[src/rtl/mdrop_pkg.sv]
package mdrop_pkg;

   typedef enum logic [1:0] {
      MD_BYPASS = 2'd0,
      MD_NORMAL = 2'd1,
      MD_AUTO   = 2'd2
   } md_mode_e;

   typedef struct packed {
      logic accept;
      logic err;
      logic lsi_evt;
      logic auto_set;
      logic auto_clr;
   } md_verdict_t;

   function automatic md_mode_e md_mode(input logic mdrop_en, input logic auto_en);
      if (!mdrop_en)    return MD_BYPASS;
      else if (auto_en) return MD_AUTO;
      else              return MD_NORMAL;
   endfunction

endpackage

[src/rtl/mdrop_classify.sv]
module mdrop_classify #(
   parameter int DATA_W = 8
) (
   input  logic              tag,
   input  logic [DATA_W-1:0] data,
   input  logic [DATA_W-1:0] station,
   output logic              is_addr,
   output logic              hit
);
   always_comb begin
      is_addr = tag;
      hit     = tag && (data == station);
   end
endmodule

[src/rtl/mdrop_verdict.sv]
module mdrop_verdict
   import mdrop_pkg::*;
(
   input  md_mode_e    mode,
   input  logic        rx_on,
   input  logic        is_addr,
   input  logic        hit,
   output md_verdict_t vd
);
   always_comb begin
      vd = '0;
      unique case (mode)
         MD_BYPASS: begin
            vd.accept = 1'b1;
         end
         MD_NORMAL: begin
            vd.accept  = is_addr || rx_on;
            vd.err     = is_addr;
            vd.lsi_evt = is_addr;
         end
         MD_AUTO: begin
            if (hit) begin
               vd.accept   = 1'b1;
               vd.err      = 1'b1;
               vd.lsi_evt  = 1'b1;
               vd.auto_set = !rx_on;
            end else if (is_addr) begin
               vd.auto_clr = rx_on;
            end else begin
               vd.accept = rx_on;
            end
         end
         default: vd = '0;
      endcase
   end
endmodule

[src/rtl/mdrop_enable_ctl.sv]
module mdrop_enable_ctl (
   input  logic clk,
   input  logic rst_n,
   input  logic chr_vld,
   input  logic auto_set,
   input  logic auto_clr,
   input  logic sw_on,
   input  logic sw_off,
   output logic rx_on
);
   logic rx_nxt;

   always_comb begin
      rx_nxt = rx_on;
      if (sw_off)                   rx_nxt = 1'b0;
      else if (sw_on)               rx_nxt = 1'b1;
      else if (chr_vld && auto_set) rx_nxt = 1'b1;
      else if (chr_vld && auto_clr) rx_nxt = 1'b0;
   end

   always_ff @(posedge clk or negedge rst_n) begin
      if (!rst_n) rx_on <= 1'b0;
      else        rx_on <= rx_nxt;
   end
endmodule

[src/rtl/mdrop_irq_flag.sv]
module mdrop_irq_flag (
   input  logic clk,
   input  logic rst_n,
   input  logic set_evt,
   input  logic enable,
   input  logic ack,
   output logic flag
);
   always_ff @(posedge clk or negedge rst_n) begin
      if (!rst_n)                 flag <= 1'b0;
      else if (set_evt && enable) flag <= 1'b1;
      else if (ack)               flag <= 1'b0;
   end
endmodule

[src/rtl/mdrop_push_stage.sv]
module mdrop_push_stage #(
   parameter int DATA_W  = 8,
   parameter bit OUT_REG = 1'b1
) (
   input  logic              clk,
   input  logic              rst_n,
   input  logic              in_vld,
   input  logic [DATA_W-1:0] in_data,
   input  logic              in_err,
   output logic              out_vld,
   output logic [DATA_W-1:0] out_data,
   output logic              out_err
);
   generate
      if (OUT_REG) begin : g_reg
         always_ff @(posedge clk or negedge rst_n) begin
            if (!rst_n) begin
               out_vld  <= 1'b0;
               out_data <= '0;
               out_err  <= 1'b0;
            end else begin
               out_vld <= in_vld;
               if (in_vld) begin
                  out_data <= in_data;
                  out_err  <= in_err;
               end
            end
         end
      end else begin : g_comb
         always_comb begin
            out_vld  = in_vld;
            out_data = in_data;
            out_err  = in_err;
         end
      end
   endgenerate
endmodule

[src/rtl/mdrop_rx_filter.sv]
module mdrop_rx_filter
   import mdrop_pkg::*;
#(
   parameter int DATA_W  = 8,
   parameter bit OUT_REG = 1'b1
) (
   input  logic              clk,
   input  logic              rst_n,
   input  logic              chr_vld,
   input  logic [DATA_W-1:0] chr_data,
   input  logic              chr_tag,
   input  logic              mdrop_en,
   input  logic              auto_en,
   input  logic [DATA_W-1:0] station_chr,
   input  logic              sw_rx_on,
   input  logic              sw_rx_off,
   input  logic              lsi_en,
   input  logic              lsi_ack,
   output logic              push,
   output logic [DATA_W-1:0] push_data,
   output logic              push_err,
   output logic              lsi,
   output logic              rx_on
);
   localparam int MIN_W = 5;
   localparam int MAX_W = 16;

   generate
      if (DATA_W < MIN_W || DATA_W > MAX_W) begin : g_bad_width
         $error("mdrop_rx_filter: DATA_W out of range");
      end
   endgenerate

   md_mode_e    mode;
   logic        is_addr;
   logic        hit;
   md_verdict_t vd;
   logic        take;

   assign mode = md_mode(mdrop_en, auto_en);

   mdrop_classify #(.DATA_W(DATA_W)) u_cls (
      .tag     (chr_tag),
      .data    (chr_data),
      .station (station_chr),
      .is_addr (is_addr),
      .hit     (hit)
   );

   mdrop_verdict u_vd (
      .mode    (mode),
      .rx_on   (rx_on),
      .is_addr (is_addr),
      .hit     (hit),
      .vd      (vd)
   );

   assign take = chr_vld && vd.accept;

   mdrop_enable_ctl u_en (
      .clk      (clk),
      .rst_n    (rst_n),
      .chr_vld  (chr_vld),
      .auto_set (vd.auto_set),
      .auto_clr (vd.auto_clr),
      .sw_on    (sw_rx_on),
      .sw_off   (sw_rx_off),
      .rx_on    (rx_on)
   );

   mdrop_irq_flag u_irq (
      .clk     (clk),
      .rst_n   (rst_n),
      .set_evt (chr_vld && vd.lsi_evt),
      .enable  (lsi_en),
      .ack     (lsi_ack),
      .flag    (lsi)
   );

   mdrop_push_stage #(.DATA_W(DATA_W), .OUT_REG(OUT_REG)) u_push (
      .clk      (clk),
      .rst_n    (rst_n),
      .in_vld   (take),
      .in_data  (chr_data),
      .in_err   (vd.err),
      .out_vld  (push),
      .out_data (push_data),
      .out_err  (push_err)
   );
endmodule

[config.mk]
export PLATFORM = sky130hd
export DESIGN_NAME = mdrop_rx_filter
export DESIGN_NICKNAME = d
export VERILOG_FILES = /design/src/rtl/mdrop_pkg.sv /design/src/rtl/mdrop_classify.sv /design/src/rtl/mdrop_verdict.sv /design/src/rtl/mdrop_enable_ctl.sv /design/src/rtl/mdrop_irq_flag.sv /design/src/rtl/mdrop_push_stage.sv /design/src/rtl/mdrop_rx_filter.sv
export SDC_FILE = /design/constraint.sdc
export NUM_CORES = 1
export LEC_CHECK = 0
export BUFFER_PORTS_ARGS = -buffer_cell sky130_fd_sc_hd__buf_4
export CAP_MARGIN = 20
export CORE_ASPECT_RATIO = 0.8
export CORE_MARGIN = 2
export CORE_UTILIZATION = 36
export CTS_CLUSTER_SIZE = 28
export DETAILED_ROUTE_END_ITERATION = 8
export PLACE_DENSITY = 0.68
export SYNTH_ARGS = -nofsm -noshare
export SYNTH_HDL_FRONTEND = slang
export SYNTH_HIERARCHICAL = 1
export SYNTH_SLANG_ARGS = --single-unit
[constraint.sdc]
create_clock -name clk -period 1.7 [get_ports clk]
set_clock_uncertainty 0.15 [all_clocks]
set_input_delay 0.51 -clock clk [delete_from_list [all_inputs] [get_ports clk]]
set_output_delay 0.51 -clock clk [all_outputs]
set_load 0.005 [all_outputs]
==> flow_results.xml <==
<?xml version="1.0" encoding="UTF-8"?>
<metrics>
  <group name="status">
    <metric name="status" unit="">complete, but fails checks</metric>
    <metric name="violations" unit="">negative setup slack</metric>
  </group>
  <group name="setup_path">
    <metric name="worstSetupPathType" unit="">in -&gt; reg</metric>
    <metric name="cp_num_buf_inv" unit="">2</metric>
    <metric name="crit_path_cell_trace" unit="">buf_6 -&gt; xnor2_2 -&gt; nand3_1 -&gt; nor3_2 -&gt; o21ai_1 -&gt; a31oi_1 -&gt; and2_4 -&gt; buf_12 -&gt; mux2_4</metric>
    <metric name="timing.critical_path.slowest_stage_cell" unit="">sky130_fd_sc_hd__mux2_4</metric>
    <metric name="critical_path_peak_fanout" unit="">10</metric>
    <metric name="worstSetupEndpointType" unit="">register</metric>
    <metric name="critPathMaxStageDelay" unit="ns">0.30</metric>
    <metric name="required" unit="ns">1.70</metric>
    <metric name="worst_path_dominant_cell_family" unit="">simple AND/OR/NAND/NOR gates</metric>
    <metric name="cp.arrival" unit="ns">1.95</metric>
    <metric name="worstSetupStartpointType" unit="">input port</metric>
  </group>
  <group name="yosys">
    <metric name="yosys.area.top_type" unit="">sky130_fd_sc_hd__dfrtp_1</metric>
    <metric name="main_combinational_cell_family_by_area_after_synthesis" unit="">multiplexers</metric>
    <metric name="synth_top_area_frac" unit="">0.406</metric>
    <metric name="synth_xor_area_frac" unit="">0.0948</metric>
    <metric name="yosys_warnings" unit="">6</metric>
    <metric name="yosysUniqueCellTypes" unit="">25</metric>
    <metric name="post-synth-top-count-cell" unit="">sky130_fd_sc_hd__dfrtp_1</metric>
    <metric name="post_synth_fa_ha_maj_area_fraction" unit="">0.0677</metric>
    <metric name="synth_area_leaders" unit="">sky130_fd_sc_hd__dfrtp_1 (41%), sky130_fd_sc_hd__mux2_4 (18%), sky130_fd_sc_hd__xnor2_1 (9.5%)</metric>
    <metric name="post_synth_and_or_nand_nor_area_fraction" unit="">0.117</metric>
    <metric name="netlist_area_before_placement" unit="µm²">739</metric>
    <metric name="synthTopCellsByCount" unit="">sky130_fd_sc_hd__dfrtp_1 (12), sky130_fd_sc_hd__mux2_4 (9), sky130_fd_sc_hd__xnor2_1 (8)</metric>
    <metric name="mapped_cells" unit="">62</metric>
    <metric name="synth_async_sr_flop_share" unit="">1.00</metric>
    <metric name="synthFlopType" unit="">sky130_fd_sc_hd__dfrtp_1</metric>
    <metric name="ys_ff_latch" unit="">12</metric>
    <metric name="synth_seq_area_share" unit="">0.406</metric>
    <metric name="syn_nets" unit="">92</metric>
    <metric name="synth-compound-area-share" unit="">0.0761</metric>
    <metric name="synthMuxAreaShare" unit="">0.183</metric>
    <metric name="post_synth.cell_area_avg" unit="µm²">11.9</metric>
    <metric name="synth_enable_flop_cells" unit="">0</metric>
  </group>
  <group name="clock_network">
    <metric name="tritoncts" unit="">yes</metric>
    <metric name="worst_skew_pair.late_latency" unit="ns">0.26</metric>
    <metric name="cts-root-buf" unit="">sky130_fd_sc_hd__clkbuf_4</metric>
    <metric name="clock_path_buffers" unit="">2</metric>
    <metric name="clk_pin_slew_worst_paths" unit="ns">0.07</metric>
    <metric name="cts.htree.levels" unit="">1</metric>
    <metric name="cts_made_buffers" unit="">3</metric>
    <metric name="cts_sinks" unit="">12</metric>
  </group>
  <group name="layout">
    <metric name="drive_above_1_share" unit="">0.725</metric>
    <metric name="syn_to_final_growth" unit="%">71.9</metric>
    <metric name="final_cells" unit="">133</metric>
    <metric name="antenna_diodes" unit="">0</metric>
    <metric name="nFillCells" unit="">144</metric>
    <metric name="finalNetCount" unit="">141</metric>
    <metric name="utilization" unit="">0.666</metric>
  </group>
  <group name="placed_design">
    <metric name="io_buffer_count" unit="">37</metric>
    <metric name="place_hpwl" unit="µm">1380</metric>
    <metric name="gp_congestion" unit="">0.754</metric>
    <metric name="placed_cells" unit="">128</metric>
  </group>
  <group name="grt">
    <metric name="grt.total_usage" unit="">0.166</metric>
    <metric name="via_count_of_the_first_global_routing_pass" unit="">652</metric>
    <metric name="grt_antenna_before_repair" unit="">0</metric>
    <metric name="grt_max_degree" unit="">13</metric>
    <metric name="wire_length_of_the_first_global_routing_pass" unit="µm">2790</metric>
    <metric name="total_congestion_overflow_after_global_routing" unit="">0</metric>
  </group>
  <group name="timing">
    <metric name="timing.final.hold_violations" unit="">0</metric>
    <metric name="grt_setup_unrepaired" unit="">yes</metric>
    <metric name="worst-slew-pin-transition" unit="ns">0.189</metric>
    <metric name="slew_violations" unit="">0</metric>
    <metric name="setup_tns" unit="ns">-2.19</metric>
    <metric name="relative_slew_slack" unit="">0.874</metric>
    <metric name="period_share" unit="">1.15</metric>
    <metric name="fin_worst_hold_slack" unit="ns">0.231</metric>
    <metric name="fmaxAchievable" unit="GHz">0.513</metric>
    <metric name="final_critical_path_setup_slack" unit="ns">-0.250</metric>
    <metric name="report.final.setup_viol" unit="">9</metric>
    <metric name="timing.final.crit_period" unit="ns">1.95</metric>
  </group>
  <group name="die">
    <metric name="initial_core_util" unit="">0.387</metric>
    <metric name="width_of_the_chip" unit="µm">54.7</metric>
    <metric name="die_h" unit="µm">44.5</metric>
    <metric name="placementRows" unit="">14</metric>
    <metric name="num_io_pins" unit="">38</metric>
    <metric name="fp.dieArea" unit="µm²">2430</metric>
    <metric name="design.core.area" unit="µm²">1910</metric>
  </group>
  <group name="detailed_routing">
    <metric name="routed_via_density" unit="">4.57</metric>
    <metric name="wl_per_cell" unit="µm">13.2</metric>
    <metric name="finalWirelength" unit="µm">1750</metric>
    <metric name="drt-pass1-iter-count" unit="">4</metric>
    <metric name="number_of_design_rule_violations_left_by_the_first_detailed_router_iteration" unit="">6</metric>
    <metric name="vias" unit="">608</metric>
    <metric name="route.antenna.remaining_nets" unit="">0</metric>
    <metric name="route.detailed.drc" unit="">0</metric>
  </group>
  <group name="power">
    <metric name="power_per_cell_area" unit="nW/µm²">639</metric>
    <metric name="peakVddDrop" unit="µV">614</metric>
    <metric name="static-leakage-power" unit="nW">0.643</metric>
  </group>
  <group name="flow_run">
    <metric name="max-cap-violations" unit="">0</metric>
  </group>
  <group name="worst_hold_path">
    <metric name="holdCritPathClass" unit="">in -&gt; reg</metric>
  </group>
</metrics>
-- final cells by class --
type	instances	area, µm²	area share
Sequential cell	12	300	0.236
Timing Repair Buffer	47	405	0.319
Clock buffer	3	22.5	0.0177
Multi-Input combinational cell	43	498	0.392
Tap cell	24	30.0	0.0236
Inverter	4	15.0	0.0118
-- cell usage in the layout, fill, tap and decap left out, types with 2 or more instances in the layout --
master,n
sky130_fd_sc_hd__buf_4,35
sky130_fd_sc_hd__dfrtp_1,12
sky130_fd_sc_hd__buf_6,10
sky130_fd_sc_hd__mux2_4,9
sky130_fd_sc_hd__xnor2_2,8
sky130_fd_sc_hd__clkbuf_4,3
sky130_fd_sc_hd__nand2_1,3
sky130_fd_sc_hd__and2_4,2
sky130_fd_sc_hd__inv_1,2
sky130_fd_sc_hd__inv_2,2
sky130_fd_sc_hd__ha_1,2
sky130_fd_sc_hd__ha_4,2
-- layer usage --
layer  share of wire  routed length, µm  up-vias  GRT usage
li1                -                  -      303          -
met1            0.39                685      286      0.176
met2            0.55                963       17      0.295
met3           0.050                 88        2     0.0642
met4          0.0074                 13        0     0.0550
met5               0                  0        -          0
-- where the power goes --
| part | internal (mW) | switching, mW |
|---|---|---|
| clock | 0.0818 | 0.0844 |
| sequential | 0.325 | 0.0245 |
| combinational | 0.202 | 0.0944 |
| total | 0.609 | 0.203 |
-- worst register-to-register path, delay by kind of cell, from the launching register on --
kind / cells / cell delay [ns]
muxes: 1 / 0.30
AOI/OAI and AO/OA: 2 / 0.25
buffers and inverters: 1 / 0.14
DFF: 1 / 0.40
and+or+nand+nor: 2 / 0.34
-- sequential cells by signal, indices dropped and copies added, names as in the netlist --
| name | count |
|---|---|
| u_push/out_data | 8 |
| u_en/rx_on | 1 |
| u_irq/flag | 1 |
| u_push/out_err | 1 |
| u_push/out_vld | 1 |
-- through the flow --
step           cell area [µm²]  power, mW  setup WS, ns
5_1_grt                   1270      0.861        -0.348
4_1_cts                   1260      0.819        -0.174
3_3_place_gp              1130      0.619        -0.500
3_5_place_dp              1130      0.627        -0.540
2_1_floorplan              778      0.474        -0.291
6_report                  1270      0.812        -0.250
-- kinds of logic (layout without fill, tap and decap cells) --
kind of cell / after synthesis / after routing
adder cells (fa/ha/maj): 4 / 4
AND/OR/NAND/NOR: 14 / 14
multiplexers: 9 / 9
buffers and inverters: 7 / 54
AO/OA/AOI/OAI: 8 / 8
XOR/XNOR: 8 / 8
flip-flops: 12 / 12
-- timing repair --
action | 4_1_cts | 5_1_grt
gates cloned | 0 | 0
pin swaps | 1 | 8
buffers inserted | 1 | 0
gates resized for setup | 17 | 4
endpoints found under the setup margin | 10 | 11
endpoints found under the hold margin | 12 | 0
hold buffers | 1 | 0
-- worst paths after layout --
kind,start,end,slack [ns],cells after the start
max in group asynchronous,rst_n,u_push/out_err,0.77,2
setup reg to reg,u_en/rx_on,u_push/out_data[6],0.01,6
min in group asynchronous,rst_n,u_push/out_data[5],0.47,2
setup / recovery,station_chr[7],u_push/out_data[6],-0.25,9
hold reg to reg,u_push/out_data[7],u_push/out_data[7],0.37,1
hold / removal,sw_rx_off,u_en/rx_on,0.23,2
Note: power is estimated with default switching activity, not from simulation.
